===== src/rtl/sie_cmd_pkg.sv =====
`timescale 1ns/1ps
package sie_cmd_pkg;

    typedef enum logic [2:0] {
        ST_IDLE,
        ST_CMD_RUN,
        ST_ARMED,
        ST_WR_RUN,
        ST_RD_RUN
    } phase_st_t;

    localparam logic [7:0] PH_CMD = 8'h05;
    localparam logic [7:0] PH_WR  = 8'h01;
    localparam logic [7:0] PH_RD  = 8'h02;

    localparam logic [7:0] OP_SET_ADDR = 8'hD0;
    localparam logic [7:0] OP_CONFIG   = 8'hD8;
    localparam logic [7:0] OP_DEV_STAT = 8'hFE;

    localparam logic [1:0] RA_INT_STAT = 2'd0;
    localparam logic [1:0] RA_INT_CLR  = 2'd1;
    localparam logic [1:0] RA_CMD_CODE = 2'd2;
    localparam logic [1:0] RA_CMD_DATA = 2'd3;

    localparam int FLAG_EMPTY_BIT = 4;
    localparam int FLAG_FULL_BIT  = 5;

    function automatic logic op_is_select(input logic [7:0] op, input logic [7:0] ep_limit);
        return op < ep_limit;
    endfunction

    function automatic logic op_takes_write(input logic [7:0] op);
        return (op == OP_SET_ADDR) || (op == OP_CONFIG) || (op == OP_DEV_STAT);
    endfunction

    function automatic logic op_gives_read(input logic [7:0] op, input logic [7:0] ep_limit);
        return (op == OP_DEV_STAT) || op_is_select(op, ep_limit);
    endfunction

    function automatic logic op_known(input logic [7:0] op, input logic [7:0] ep_limit);
        return op_takes_write(op) || op_gives_read(op, ep_limit);
    endfunction

endpackage


===== src/rtl/sie_phase_seq.sv =====
`timescale 1ns/1ps
module sie_phase_seq
    import sie_cmd_pkg::*;
#(
    parameter int LAT    = 4,
    parameter int NUM_EP = 4
) (
    input  logic       clk,
    input  logic       rst_n,
    input  logic       code_wr,
    input  logic [7:0] phase,
    input  logic [7:0] arg,
    output logic       cmd_done,
    output logic       wr_done,
    output logic       rd_done,
    output logic       busy,
    output logic [7:0] op_q,
    output logic [7:0] data_q
);
    localparam int         CW       = $clog2(LAT + 1);
    localparam logic [CW-1:0] LAT_M1 = CW'(LAT - 1);
    localparam logic [7:0] EP_LIMIT = 8'(NUM_EP);

    phase_st_t      state, st_nx;
    logic [CW-1:0]  cnt;
    logic           ready, acc_cmd, acc_wr, acc_rd, expired;

    always_comb begin
        ready   = (state == ST_IDLE) || (state == ST_ARMED);
        acc_cmd = ready && code_wr && (phase == PH_CMD) && op_known(arg, EP_LIMIT);
        acc_wr  = (state == ST_ARMED) && code_wr && (phase == PH_WR) && op_takes_write(op_q);
        acc_rd  = (state == ST_ARMED) && code_wr && (phase == PH_RD) && op_gives_read(op_q, EP_LIMIT);
        expired = (cnt == '0);
    end

    always_comb begin
        st_nx = state;
        unique case (state)
            ST_IDLE: begin
                if (acc_cmd) st_nx = ST_CMD_RUN;
            end
            ST_ARMED: begin
                if (acc_cmd)     st_nx = ST_CMD_RUN;
                else if (acc_wr) st_nx = ST_WR_RUN;
                else if (acc_rd) st_nx = ST_RD_RUN;
            end
            ST_CMD_RUN: begin
                if (expired) st_nx = ST_ARMED;
            end
            ST_WR_RUN: begin
                if (expired) st_nx = ST_IDLE;
            end
            ST_RD_RUN: begin
                if (expired) st_nx = ST_IDLE;
            end
            default: st_nx = ST_IDLE;
        endcase
    end

    always_ff @(posedge clk) begin
        if (!rst_n) state <= ST_IDLE;
        else        state <= st_nx;
    end

    always_ff @(posedge clk) begin
        if (!rst_n) begin
            cnt    <= '0;
            op_q   <= '0;
            data_q <= '0;
        end else if (acc_cmd) begin
            op_q <= arg;
            cnt  <= LAT_M1;
        end else if (acc_wr) begin
            data_q <= arg;
            cnt    <= LAT_M1;
        end else if (acc_rd) begin
            cnt <= LAT_M1;
        end else if (busy && !expired) begin
            cnt <= cnt - 1'b1;
        end
    end

    always_comb begin
        busy     = 1'b0;
        cmd_done = 1'b0;
        wr_done  = 1'b0;
        rd_done  = 1'b0;
        unique case (state)
            ST_IDLE, ST_ARMED: ;
            ST_CMD_RUN: begin busy = 1'b1; cmd_done = expired; end
            ST_WR_RUN:  begin busy = 1'b1; wr_done  = expired; end
            ST_RD_RUN:  begin busy = 1'b1; rd_done  = expired; end
            default: ;
        endcase
    end


    orphan_phase_chk: assert property (@(posedge clk) disable iff (!rst_n)
        (state == ST_IDLE && code_wr && phase != PH_CMD) |=> (state == ST_IDLE));


    busy_hold_chk: assert property (@(posedge clk) disable iff (!rst_n)
        (busy && !expired) |=> ($stable(op_q) && $stable(data_q)));


    cmd_arms_chk: assert property (@(posedge clk) disable iff (!rst_n)
        cmd_done |=> (state == ST_ARMED));


    cnt_bound_chk: assert property (@(posedge clk) disable iff (!rst_n)
        busy |-> (cnt <= LAT_M1));

endmodule


===== src/rtl/sie_dev_model.sv =====
`timescale 1ns/1ps
module sie_dev_model
    import sie_cmd_pkg::*;
#(
    parameter int NUM_EP = 4
) (
    input  logic              clk,
    input  logic              rst_n,
    input  logic              wr_done,
    input  logic              rd_done,
    input  logic [7:0]        op,
    input  logic [7:0]        data,
    input  logic [4*NUM_EP-1:0] ep_flags,
    output logic [6:0]        dev_addr,
    output logic              dev_en,
    output logic              configured,
    output logic [4:0]        dev_stat,
    output logic [7:0]        rd_byte_q
);
    localparam int         IW       = (NUM_EP > 1) ? $clog2(NUM_EP) : 1;
    localparam int         SLOTS    = 1 << IW;
    localparam logic [7:0] EP_LIMIT = 8'(NUM_EP);

    logic [3:0] ep_nib [SLOTS];
    logic [7:0] rd_val;

    for (genvar g = 0; g < SLOTS; g++) begin : g_nib
        if (g < NUM_EP) begin : g_live
            assign ep_nib[g] = ep_flags[4*g +: 4];
        end else begin : g_pad
            assign ep_nib[g] = 4'h0;
        end
    end

    always_comb begin
        if (op_is_select(op, EP_LIMIT)) rd_val = {4'h0, ep_nib[op[IW-1:0]]};
        else if (op == OP_DEV_STAT)     rd_val = {3'b000, dev_stat};
        else                            rd_val = 8'h00;
    end

    always_ff @(posedge clk) begin
        if (!rst_n) begin
            dev_addr   <= '0;
            dev_en     <= 1'b0;
            configured <= 1'b0;
            dev_stat   <= '0;
        end else if (wr_done) begin
            unique case (op)
                OP_SET_ADDR: begin
                    dev_addr <= data[6:0];
                    dev_en   <= data[7];
                end
                OP_CONFIG:   configured <= data[0];
                OP_DEV_STAT: dev_stat   <= data[4:0];
                default: ;
            endcase
        end
    end

    always_ff @(posedge clk) begin
        if (!rst_n)       rd_byte_q <= '0;
        else if (rd_done) rd_byte_q <= rd_val;
    end


    addr_load_chk: assert property (@(posedge clk) disable iff (!rst_n)
        (wr_done && op == OP_SET_ADDR) |=> (dev_addr == $past(data[6:0]) && dev_en == $past(data[7])));


    stat_return_chk: assert property (@(posedge clk) disable iff (!rst_n)
        (rd_done && op == OP_DEV_STAT) |=> (rd_byte_q == {3'b000, $past(dev_stat)}));


    cfg_hold_chk: assert property (@(posedge clk) disable iff (!rst_n)
        !(wr_done && op == OP_CONFIG) |=> $stable(configured));

endmodule


===== src/rtl/sie_hs_flags.sv =====
`timescale 1ns/1ps
module sie_hs_flags (
    input  logic clk,
    input  logic rst_n,
    input  logic set_empty,
    input  logic set_full,
    input  logic clr_wr,
    input  logic clr_empty_bit,
    input  logic clr_full_bit,
    output logic empty_q,
    output logic full_q
);
    always_ff @(posedge clk) begin
        if (!rst_n) begin
            empty_q <= 1'b0;
            full_q  <= 1'b0;
        end else begin
            if (set_empty)                        empty_q <= 1'b1;
            else if (clr_wr && clr_empty_bit)     empty_q <= 1'b0;
            if (set_full)                         full_q  <= 1'b1;
            else if (clr_wr && clr_full_bit)      full_q  <= 1'b0;
        end
    end


    set_wins_chk: assert property (@(posedge clk) disable iff (!rst_n)
        set_empty |=> empty_q);


    clr_empty_chk: assert property (@(posedge clk) disable iff (!rst_n)
        (clr_wr && clr_empty_bit && !set_empty) |=> !empty_q);


    full_keep_chk: assert property (@(posedge clk) disable iff (!rst_n)
        (full_q && !(clr_wr && clr_full_bit)) |=> full_q);

endmodule


===== src/rtl/sie_cmd_port.sv =====
`timescale 1ns/1ps
module sie_cmd_port
    import sie_cmd_pkg::*;
#(
    parameter int LAT    = 4,
    parameter int NUM_EP = 4
) (
    input  logic                clk,
    input  logic                rst_n,
    input  logic                bus_wr,
    input  logic [1:0]          bus_addr,
    input  logic [31:0]         bus_wdata,
    output logic [31:0]         bus_rdata,
    input  logic [4*NUM_EP-1:0] ep_flags_i,
    output logic [6:0]          dev_addr_o,
    output logic                dev_en_o,
    output logic                configured_o,
    output logic [4:0]          dev_status_o
);
    logic       code_wr, clr_wr;
    logic       cmd_done, wr_done, rd_done, busy;
    logic [7:0] op_q, data_q, rd_byte_q;
    logic       empty_q, full_q;

    assign code_wr = bus_wr && (bus_addr == RA_CMD_CODE);
    assign clr_wr  = bus_wr && (bus_addr == RA_INT_CLR);

    sie_phase_seq #(.LAT(LAT), .NUM_EP(NUM_EP)) u_seq (
        .clk      (clk),
        .rst_n    (rst_n),
        .code_wr  (code_wr),
        .phase    (bus_wdata[15:8]),
        .arg      (bus_wdata[23:16]),
        .cmd_done (cmd_done),
        .wr_done  (wr_done),
        .rd_done  (rd_done),
        .busy     (busy),
        .op_q     (op_q),
        .data_q   (data_q)
    );

    sie_dev_model #(.NUM_EP(NUM_EP)) u_dev (
        .clk        (clk),
        .rst_n      (rst_n),
        .wr_done    (wr_done),
        .rd_done    (rd_done),
        .op         (op_q),
        .data       (data_q),
        .ep_flags   (ep_flags_i),
        .dev_addr   (dev_addr_o),
        .dev_en     (dev_en_o),
        .configured (configured_o),
        .dev_stat   (dev_status_o),
        .rd_byte_q  (rd_byte_q)
    );

    sie_hs_flags u_flags (
        .clk           (clk),
        .rst_n         (rst_n),
        .set_empty     (cmd_done | wr_done),
        .set_full      (rd_done),
        .clr_wr        (clr_wr),
        .clr_empty_bit (bus_wdata[FLAG_EMPTY_BIT]),
        .clr_full_bit  (bus_wdata[FLAG_FULL_BIT]),
        .empty_q       (empty_q),
        .full_q        (full_q)
    );

    always_comb begin
        unique case (bus_addr)
            RA_INT_STAT: bus_rdata = {26'd0, full_q, empty_q, 4'd0};
            RA_CMD_DATA: bus_rdata = {24'd0, rd_byte_q};
            default:     bus_rdata = 32'd0;
        endcase
    end


    full_only_read_chk: assert property (@(posedge clk) disable iff (!rst_n)
        $rose(full_q) |-> $past(rd_done));


    empty_source_chk: assert property (@(posedge clk) disable iff (!rst_n)
        $rose(empty_q) |-> $past(cmd_done || wr_done));


    busy_code_chk: assert property (@(posedge clk) disable iff (!rst_n)
        (busy && code_wr && !(cmd_done || wr_done || rd_done)) |=> $stable(op_q));

endmodule


===== config.mk =====
export PLATFORM = sky130hd
export DESIGN_NAME = sie_cmd_port
export DESIGN_NICKNAME = d
export VERILOG_FILES = /design/src/rtl/sie_cmd_pkg.sv /design/src/rtl/sie_phase_seq.sv /design/src/rtl/sie_dev_model.sv /design/src/rtl/sie_hs_flags.sv /design/src/rtl/sie_cmd_port.sv
export SDC_FILE = /design/constraint.sdc
export NUM_CORES = 1
export LEC_CHECK = 0
export ABC_AREA = 0
export BUFFER_PORTS_ARGS = -buffer_cell sky130_fd_sc_hd__buf_2
export CAP_MARGIN = 10
export CORE_MARGIN = 4
export CORE_UTILIZATION = 32
export DETAILED_ROUTE_END_ITERATION = 12
export SYNTH_ARGS = -nofsm -noshare
export SYNTH_HDL_FRONTEND = slang
export SYNTH_SLANG_ARGS = --single-unit
export TNS_END_PERCENT = 100

===== constraint.sdc =====
create_clock -name clk -period 1.9 [get_ports clk]
set_clock_uncertainty 0.05 [all_clocks]
set_input_delay 0.285 -clock clk [delete_from_list [all_inputs] [get_ports clk]]
set_output_delay 0.285 -clock clk [all_outputs]
set_load 0.01 [all_outputs]

# Word level (Yosys, flattened, before mapping)
# Cells that the tools add are included.
[word_totals] word_cells=101 output_inout_bits=46 in_bits=53 reg_bits=46
[op_classes] n_reduce_logical=36 n_eq_ne=20 mux=25 n_addsub=1 bitwise=4 n_lt_le_gt_ge=3
[ops] operator="== test 8 bit, second input constant" count=6
[ops] operator="2-to-1 mux 3 bit" count=6
[ops] operator="< comparator 8 x 3 -> 1 bit, second input constant" count=2
[ops] operator="case mux 8 bit (2 select lines)" count=1
[ops] operator="logical AND 1 bit" count=13
[ops] operator="case mux 3 bit (4 select lines)" count=1
[ops] operator="binary-select mux 4 bit (select 2 bit)" count=1
[ops] operator="== test 8 x 1 -> 1 bit, second input constant" count=1
[ops] operator="== test 8 x 2 -> 1 bit, second input constant" count=1
[ops] operator="== test 8 x 3 -> 1 bit, second input constant" count=1
[ops] operator="logical OR 1 bit" count=8
[ops] operator="2-to-1 mux 1 bit" count=8
[ops] operator="2-to-1 mux 2 bit" count=4
[ops] operator="2-to-1 mux 4 bit" count=2
[ops] operator="2-to-1 mux 8 bit" count=1
[ops] operator="AND reduction 2 bit" count=4
[ops] operator="== test 3 x 2 -> 1 bit, second input constant" count=2
[ops] operator="zero test 3 bit" count=2
[ops] operator="inequality test 2 x 1 -> 1 bit, second input constant" count=3
[ops] operator="2-to-1 mux 5 bit" count=1
[ops] operator="== test 2 bit, second input constant" count=2
[ops] operator="inequality test 4 x 1 -> 1 bit, second input constant" count=1
[ops] operator="AND reduction 4 bit" count=1
[ops] operator="nonzero test 2 bit" count=2
[ops] operator="14 further kinds" count=15

# Logic depth before layout (Yosys ltp)
# Gate-level depths: netlist (run 1).
[logic_depth] word_depth=9 depth_mapped=7 mapped_depth_nobuf=7

# By module
# From an unflattened synthesis (run 1), not the netlist that was laid out.
[unflattened] hier_cells=269 area_unflattened_um2=2536.2
[modules_own_cells] mod="sie_phase_seq" cells_per_inst=112 area_per_inst_um2=1158.6 seq_area_each_um2=440.4 n_inst=1
[modules_own_cells] mod="sie_dev_model" cells_per_inst=105 area_per_inst_um2=979.7 seq_area_each_um2=380.4 n_inst=1
[modules_own_cells] mod="sie_cmd_port" cells_per_inst=44 area_per_inst_um2=327.8 seq_area_each_um2=0.0 n_inst=1
[modules_own_cells] mod="sie_hs_flags" cells_per_inst=8 area_per_inst_um2=70.1 seq_area_each_um2=40.0 n_inst=1

# Worst setup path after synthesis (run 1)
# Ideal clock, no wire load.
[synth_path] path_kind="input -> register" start="input port bus_wdata[13]" end="register u_seq.data_q[0]" cell_stages=5 path_slack_ns=-0.058 setup_ns=0.128 path_buffers=0 t_required_ns=1.722 arrival_ns=1.780 path_cell_list="or4_4 or4_4 nor2_8 mux2i_1 nor2_1"
[synth_between] elab_chain_len=5 word_cells_on_any_way=8 cone_classes="2 x eq/ne; 1 x bitwise; 5 x reduce/logical"
[synth_lines] item="start, declared" line="sie_cmd_port.sv:12" rtl="input logic [31:0] bus_wdata,"
[synth_lines] item="== test 8 x 3 -> 1 bit" line="sie_phase_seq.sv:30" rtl="acc_cmd = ready && code_wr && (phase == PH_CMD) && op_known(arg, EP_LIMIT);"
[synth_lines] item="logical AND 1 bit (2 in a row)" line="sie_phase_seq.sv:30"
[synth_lines] item="inverter 1 bit (no source line)"
[synth_lines] item="AND reduction 2 bit (no source line) *"
[synth_lines] item="end signal, assigned" line="sie_phase_seq.sv:74" rtl="data_q <= arg;"
[synth_lines] item="end, declared" line="sie_phase_seq.sv:18" rtl="output logic [7:0] data_q"
# Mark *: on every way between the ends. The rest lies on a longest branch, timed or not.
# A chain may end at the register's enable or synchronous reset.

# Final worst setup path (run 1)
[layout_path] start="register u_seq.op_q[5]" end="register u_seq.data_q[4]"
[layout_between] elab_chain_len=5 word_cells_on_any_way=7 cone_classes="3 x eq/ne; 4 x reduce/logical"
[layout_lines] item="start, declared" line="sie_phase_seq.sv:17" rtl="output logic [7:0] op_q,"
[layout_lines] item="start signal, assigned" line="sie_phase_seq.sv:71" rtl="op_q <= arg;"
[layout_lines] item="== test 8 bit" line="sie_cmd_pkg.sv:33" rtl="return (op == OP_SET_ADDR) || (op == OP_CONFIG) || (op == OP_DEV_STAT);"
[layout_lines] item="logical OR 1 bit" line="sie_cmd_pkg.sv:33"
[layout_lines] item="logical OR 1 bit *" line="sie_cmd_pkg.sv:33"
[layout_lines] item="logical AND 1 bit *" line="sie_phase_seq.sv:31" rtl="acc_wr = (state == ST_ARMED) && code_wr && (phase == PH_WR) && op_takes_write(op_q);"
[layout_lines] item="AND reduction 2 bit (no source line) *"
# Marked as above.

==> metrics.md, run 1 <==
| Metric | Value |
|---|---|
| Ports | `between 90 and 100` |
| CP Capture Type | `register` |
| Status | `completed` |
| CTS max path bufs | `2` |
| Core Util, Final | `43.9%` |
| RD Place Congestion | `~0.8` |
| Crit path time final | `1.90 ns` |
| Fin area | `3030 µm²` |
| Clock transition at path regs | `0.08 ns` |
| Die area | `8630 µm²` |
| Leading cell type in the layout, fill and taps excluded | `buf_2` |
| CTS HTree Levels | `2` |
| Crit Path Class | `reg -> reg` |
| Asr flop ratio synth | `0%` |
| Cell Area, Synth | `2310 µm²` |
| DRC | `0` |
| Filler cells | `691` |
| Initial antenna violation count | `0` |
| Final hold vios | `0` |
| Crit path cell chain | `or3_1 > a2111o_2 > nor2_8 > mux2i_1 > nor2_1` |
| Fin crit share | `99.8%` |
| Share of cells above drive strength 1 | `37.1%` |
| Crit-path max cell delay | `0.55 ns` |
| CTS root buf | `clkbuf_8` |
| Commonest cells after routing, fill and taps aside | `58 x buf_2, 41 x dfxtp_1, 38 x nor2_1` |
| Worst setup margin | `0.00443 ns` |
| Synth unique cells | `49` |
| Total Power | `approximately 1.8 mW` |
| Port Buf Inserts | `between 50 and 60` |
| Final ANT Viol Nets | `0` |
| Flop pwr share | `51.3%` |
| Core Rows | `30` |
| Setup_tns | `0 ns` |
| Startpoint types | `register` |
| Critical Path Fanout Max | `8` |
| Core Box Area | `6910 µm²` |
| Finished Layout Cells | `430` |
| Placed Instances | `422` |
| Initial DRC count | `76` |
| CTS tree | `yes` |
| Max Clk Rate | `about 530 MHz` |
| Clock share of power | `40.7%` |
| Top cell type's share of synthesized area | `between 30% and 40%` |
| VDD IR max | `0.000365 V` |
| Placed inst area | `2840 µm²` |
| Setup violations, final | `0` |
| Pin count of the biggest net entering global routing | `a little over 40` |
| Net Sw Frac | `roughly 23%` |
| Internal cell power | `1.35 mW` |
| Post-detail-place hpwl | `approximately 4300 µm` |
| Die X | `just over 90 µm` |
| Clock buffer count from CTS | `5` |
| Post-synthesis instance total | `approximately 240` |
| Nets | `~400` |
| Diode count | `0` |
| Initial Utilization | `33.4%` |
| Vias in the first global route | `1878` |
| R2R setup slack | `0.004 ns` |
| First-pass GRT wire length | `a little under 9000 µm` |
| Synth Warn # | `0` |
| Ys flop type | `dfxtp_1` |
| Seq/Total Area, Yosys | `37.3%` |
| Worst Tran Pin Value | `0.500 ns` |
| Number of synthesized register bits | `43` |
| Remaining global-route overflow | `0` |
| Max cap viols | `0` |
| Slew Limit Headroom | `about 66%` |
| Number of flops mapped to enable cells by yosys | `0` |
| Worst skew pair latency | `0.30 ns` |
| Pwr/cell area | `approximately 580 nW/µm²` |
| RSZ-0062 raised after global routing | `yes` |
| Top delay family on crit path | `simple AND/OR/NAND/NOR gates` |
| Leading area contributor after synthesis | `dfxtp_1` |
| Worst EP arrival | `2.02 ns` |
| Drt total wl | `5440 µm` |
| Hold WC Path Type | `in -> reg` |
| Layout area overhead | `31.4%` |
| Synthesized area per cell | `9.53 µm²` |
| WL/cell | `12.6 µm` |
| Clock tree sinks | `43` |
| NetSw | `0.402 mW` |
| Number of vias per cell | `about 4.5` |
| GRT Util Overall | `12.6%` |
| Worst-path cell with the longest stage delay | `a2111o_2` |
| Post-CTS Hold Fix Bufs | `0` |
| Post-CTS Setup Bufs | `0` |
| Buf+Inv Stages, Crit Path | `0` |
| Worst hold slack | `between 0.2 and 0.25 ns` |
| Crit path required time | `2.02 ns` |
| Leak pwr | `between 1 and 1.5 nW` |
| Ranking of synthesized cells by area | `dfxtp_1 37%, mux2i_1 11%, buf_4 8.5%` |
| Pins over their slew limit | `0` |
| DP Worst Slack | `-0.227 ns` |
| Via Count | `1926` |
| Die height | `92.9 µm` |
| Combinational power share | `8.1%` |
| Drt first pass iters | `4` |
[per-layer routing]
metal,global-route usage (%),vias to the layer above,routed length (µm)
met5,0,-,0
met4,3.17,0,40
met3,2.84,5,301
met2,20.2,63,2520
met1,17.0,876,2570
li1,-,982,-
[registers in the layout, indices dropped and copies added, names as in the netlist]
signal	flops
u_flags.empty_q	1
u_seq.state	3
u_seq.cnt	3
u_dev.rd_byte_q	5
u_dev.dev_en	1
u_dev.dev_stat	5
u_dev.dev_addr	7
u_seq.data_q	8
u_seq.op_q	8
u_dev.configured	1
u_flags.full_q	1
[worst register-to-register path, cell delays in order, from the launching register on]
cell      delay [ns]
dfxtp_1         0.31
or3_1           0.37
a2111o_2        0.55
nor2_8          0.24
mux2i_1         0.21
nor2_1          0.05
[kinds of logic (layout without fill, tap and decap cells)]
logic type	after synthesis	in the layout	synth area share (%)
xor gates and xnor gates	2	2	0.760
AOI/OAI and AO/OA	30	30	9.22
and+or+nand+nor	88	88	22.7
other	1	26	0.163
DFF	43	43	37.3
adders and majority gates	6	6	3.26
buffers and inverters	42	109	11.3
muxes	30	30	15.2
[layout make-up]
type,instances,area [µm²],area share (%)
clock inverter,3,43.8,1.45
tap,96,120,3.97
inverter,9,33.8,1.12
sequential,43,863,28.5
multi-input combinational,182,1340,44.3
timing repair buffer,92,557,18.4
clock buffer,5,68.8,2.27
[cells in the mapped netlist, drive strengths merged, types with 5 or more instances]
library cell and instances:
ha 6, nand3 6, nand2 5, nor3 5, inv 9, dfxtp 43
a22oi 5, buf 27, nor2 40, a21oi 10, mux2i 26, clkbuf 5
[power groups by stage]
stage | combinational [mW] | clock [mW] | sequential [mW]
floorplan | 0.102 | 0 | 0.921
global placement | 0.137 | 0 | 0.921
detailed placement | 0.139 | 0 | 0.921
CTS | 0.140 | 0.734 | 0.900
global route | 0.159 | 0.775 | 0.900
finish | 0.142 | 0.714 | 0.900
[final timing paths]
| path | from | end | depth (start not counted) |
|---|---|---|---|
| worst min-delay path | rst_n | u_seq.cnt[1] | 2 |
| worst min register to register | u_seq.op_q[6] | u_seq.op_q[6] | 2 |
| worst max register to register | u_seq.op_q[5] | u_seq.data_q[4] | 5 |
| worst max-delay path | u_seq.op_q[5] | u_seq.data_q[4] | 5 |
[timing repair]
| item | 4_1_cts | 5_1_grt |
|---|---|---|
| setup endpoints to repair | 10 | 34 |
| gates resized for setup | 1 | 13 |
| pin swaps | 2 | 8 |
Note: power is estimated with default switching activity, not from simulation.
==> inputs of run 2 (changes only) <==
--- a/config.mk
+++ b/config.mk
@@ -9,4 +9,5 @@
 export BUFFER_PORTS_ARGS = -buffer_cell sky130_fd_sc_hd__buf_2
 export CAP_MARGIN = 10
+export CORE_ASPECT_RATIO = 2
 export CORE_MARGIN = 4
 export CORE_UTILIZATION = 32
==> constraint.sdc (replaced) <==
create_clock -name clk -period 1.9 [get_ports clk]
set_clock_uncertainty 0.05 [all_clocks]
set_input_delay 0.095 -clock clk [delete_from_list [all_inputs] [get_ports clk]]
set_output_delay 0.095 -clock clk [all_outputs]
set_load 0.01 [all_outputs]
==> run 2 against run 1 <==
Effect of this change:
- count of clock-buffer cells in the layout did not move
- total power rose by 21%
- die area rose by 0.95%
- register-to-register slack improved by 0.03 ns
- largest power group is now the clock network
- cell area fell by 0.41%
- fmax rose by 1.5%
==> metrics.md, run 2 (synthesis gave the netlist of run 1 again) <==
| Metric | Value |
|---|---|
| Crit Path Class | `reg -> reg` |
| Number of vias per cell | `4.58 (+2.2%)` |
| Ports | `99 (unchanged)` |
| RD Place Congestion | `0.820 (+3.7%)` |
| Pins over their slew limit | `0 (unchanged)` |
| CP Capture Type | `register` |
| Max Clk Rate | `535 MHz (+1.5%)` |
| Filler cells | `732 (+5.9%)` |
| Drt first pass iters | `4 (unchanged)` |
| CP startpoint | `u_seq.op_q[1]` |
| Setup_tns | `0 ns (unchanged)` |
| CTS max path bufs | `2 (unchanged)` |
| GRT Util Overall | `13.0% (+0.46 points)` |
| Startpoint types | `register` |
| Nets | `383 (-2.3%)` |
| Port Buf Inserts | `58 (unchanged)` |
| First-pass GRT wire length | `8610 µm (-2.3%)` |
| Pin count of the biggest net entering global routing | `33 (-20%)` |
| Initial antenna violation count | `0 (unchanged)` |
| Internal cell power | `1.71 mW (+26%)` |
| Fin crit share | `98.3% (-1.5 points)` |
| Drt total wl | `5490 µm (+0.86%)` |
| Critical Path Sink | `u_seq.data_q[5]` |
| Via Count | `1899 (-1.4%)` |
| Die X | `68.0 µm (-27%)` |
| CTS HTree Levels | `2 (unchanged)` |
| Layout area overhead | `30.8%` |
| Flop pwr share | `42.3% (-9.0 points)` |
| RSZ-0062 raised after global routing | `yes` |
| Critical Path Fanout Max | `8 (unchanged)` |
| WL/cell | `13.2 µm (+4.5%)` |
| Critical R2R Launch | `u_seq.op_q[1]` |
| CTS tree | `yes` |
| Initial Utilization | `33.0% (-0.42 points)` |
| DRC | `0 (unchanged)` |
| Final hold vios | `0 (unchanged)` |
| Leak pwr | `1.39 nW (-1.1%)` |
| Leading cell type in the layout, fill and taps excluded | `buf_2` |
| Post-CTS Hold Fix Bufs | `0 (unchanged)` |
| Clock transition at path regs | `0.06 ns (-0.02 ns)` |
| Vias in the first global route | `1919 (+2.2%)` |
| Core Box Area | `6990 µm² (+1.3%)` |
| Setup violations, final | `0 (unchanged)` |
| Placed Instances | `405 (-4.0%)` |
| Largest registers | `u_seq.data_q (8), u_seq.op_q (8), u_dev.dev_addr (7)` |
| Status | `completed` |
| M1 wire length | `1960 µm (-24%)` |
| Net Sw Frac | `19.9% (-3.0 points)` |
| Max cap viols | `0 (unchanged)` |
| Die height | `128 µm (+38%)` |
| Worst skew pair latency | `0.28 ns (-0.02 ns)` |
| Hold WC Path Type | `in -> reg` |
| Die area | `8710 µm² (+0.95%)` |
| Crit path required time | `2.01 ns (about the same)` |
| Combinational power share | `6.1% (-2.0 points)` |
| Post-detail-place hpwl | `4410 µm (+3.3%)` |
| Clock share of power | `51.7% (+11 points)` |
| Pwr/cell area | `706 nW/µm² (+22%)` |
| DR WL met2 | `3170 µm (+25%)` |
| Finished Layout Cells | `415 (-3.5%)` |
| VDD IR max | `0.000498 V (+37%)` |
| Commonest cells after routing, fill and taps aside | `58 x buf_2, 41 x dfxtp_1, 38 x nor2_1` |
| Reg2Reg Depth | `5 (unchanged)` |
| Metal3 WL | `215 µm (-29%)` |
| Clock tree sinks | `43 (unchanged)` |
| Max Used Layer | `met4` |
| Worst EP arrival | `1.98 ns (-0.04 ns)` |
| Final ANT Viol Nets | `0 (unchanged)` |
| Share of cells above drive strength 1 | `35.4% (-1.7 points)` |
| Diode count | `0 (unchanged)` |
| Initial DRC count | `33 (-57%)` |
| Core Rows | `43 (+43%)` |
| Remaining global-route overflow | `0 (unchanged)` |
| CTS root buf | `clkbuf_16` |
| NetSw | `0.425 mW (+5.5%)` |
| Clock buffer count from CTS | `5 (unchanged)` |
| R2R setup slack | `0.03 ns (+0.03 ns)` |
| Crit path time final | `1.87 ns (-0.0278 ns)` |
| Reg2reg end | `u_seq.data_q[5]` |
-- run 2: changes by cell type in the layout (fill, tap and decap cells not counted), sizes merged --
cell	previous run	this run
clkinv	2	0
bufinv	1	2
clkinvlp	0	1
buf	92	83
-- run 2: repair_timing --
item                                    4_1_cts  5_1_grt
endpoints found under the setup margin        9       15
pin swaps                                     3        2
buffers inserted                              0        2
resized for setup                             5        6
cloned                                        0        0
-- run 2: metrics by stage --
stage	hold slack, ns	worst slack, ns	area [µm²]	util (%)	power (mW)
after floorplan	0.162	0.00512	2400	-	1.02
after detailed placement	0.329	-0.0570	2760	39.5	1.05
after global routing	0.0548	-0.0277	3020	43.1	2.20
after CTS	0.0346	0.0110	2980	42.6	2.15
after global placement	0.315	-0.0678	2760	39.5	1.05
final	0.0332	0.0323	3020	43.1	2.13
-- run 2: worst min-delay path by stage --
stage                             start         endpoint  cells past startpoint
after global placement    bus_wdata[23]  u_seq.data_q[7]                      3
after detailed placement  bus_wdata[20]  u_seq.data_q[4]                      3
final                     bus_wdata[20]  u_seq.data_q[4]                      3
after CTS                 bus_wdata[20]  u_seq.data_q[4]                      3
after global routing      bus_wdata[20]  u_seq.data_q[4]                      3
after floorplan                   rst_n     u_seq.cnt[1]                      1
-- run 2: area by class of cell --
class                      instances  area [µm²]  area share, %
multi-input combinational        182        1320           43.6
timing repair buffer              83         498           16.5
clock buffer                       5         125           4.15
inverter                           9        33.8           1.12
sequential                        43         863           28.6
tap                               90         113           3.73
clock inverter                     3        67.6           2.24
-- run 2: critical path: stages (launching register included) --
cell and delay [ns]:
dfxtp_2 0.33, or3_1 0.36, a2111o_2 0.51, nor2_8 0.23, mux2i_1 0.22, nor2_1 0.05
-- run 2: power groups by stage --
stage               logic (mW)  registers [mW]  clock network (mW)
floorplan                0.102           0.921                   0
global placement         0.127           0.921                   0
detailed placement       0.129           0.921                   0
CTS                      0.129           0.901                1.12
global route             0.145           0.901                1.16
finish                   0.129           0.901                1.10
-- run 2: layer usage --
metal | vias up | track usage [%]
li1 | 963 | -
met4 | 0 | 7.15
met3 | 11 | 1.40
met1 | 869 | 13.3
met2 | 56 | 24.3
met5 | - | 0
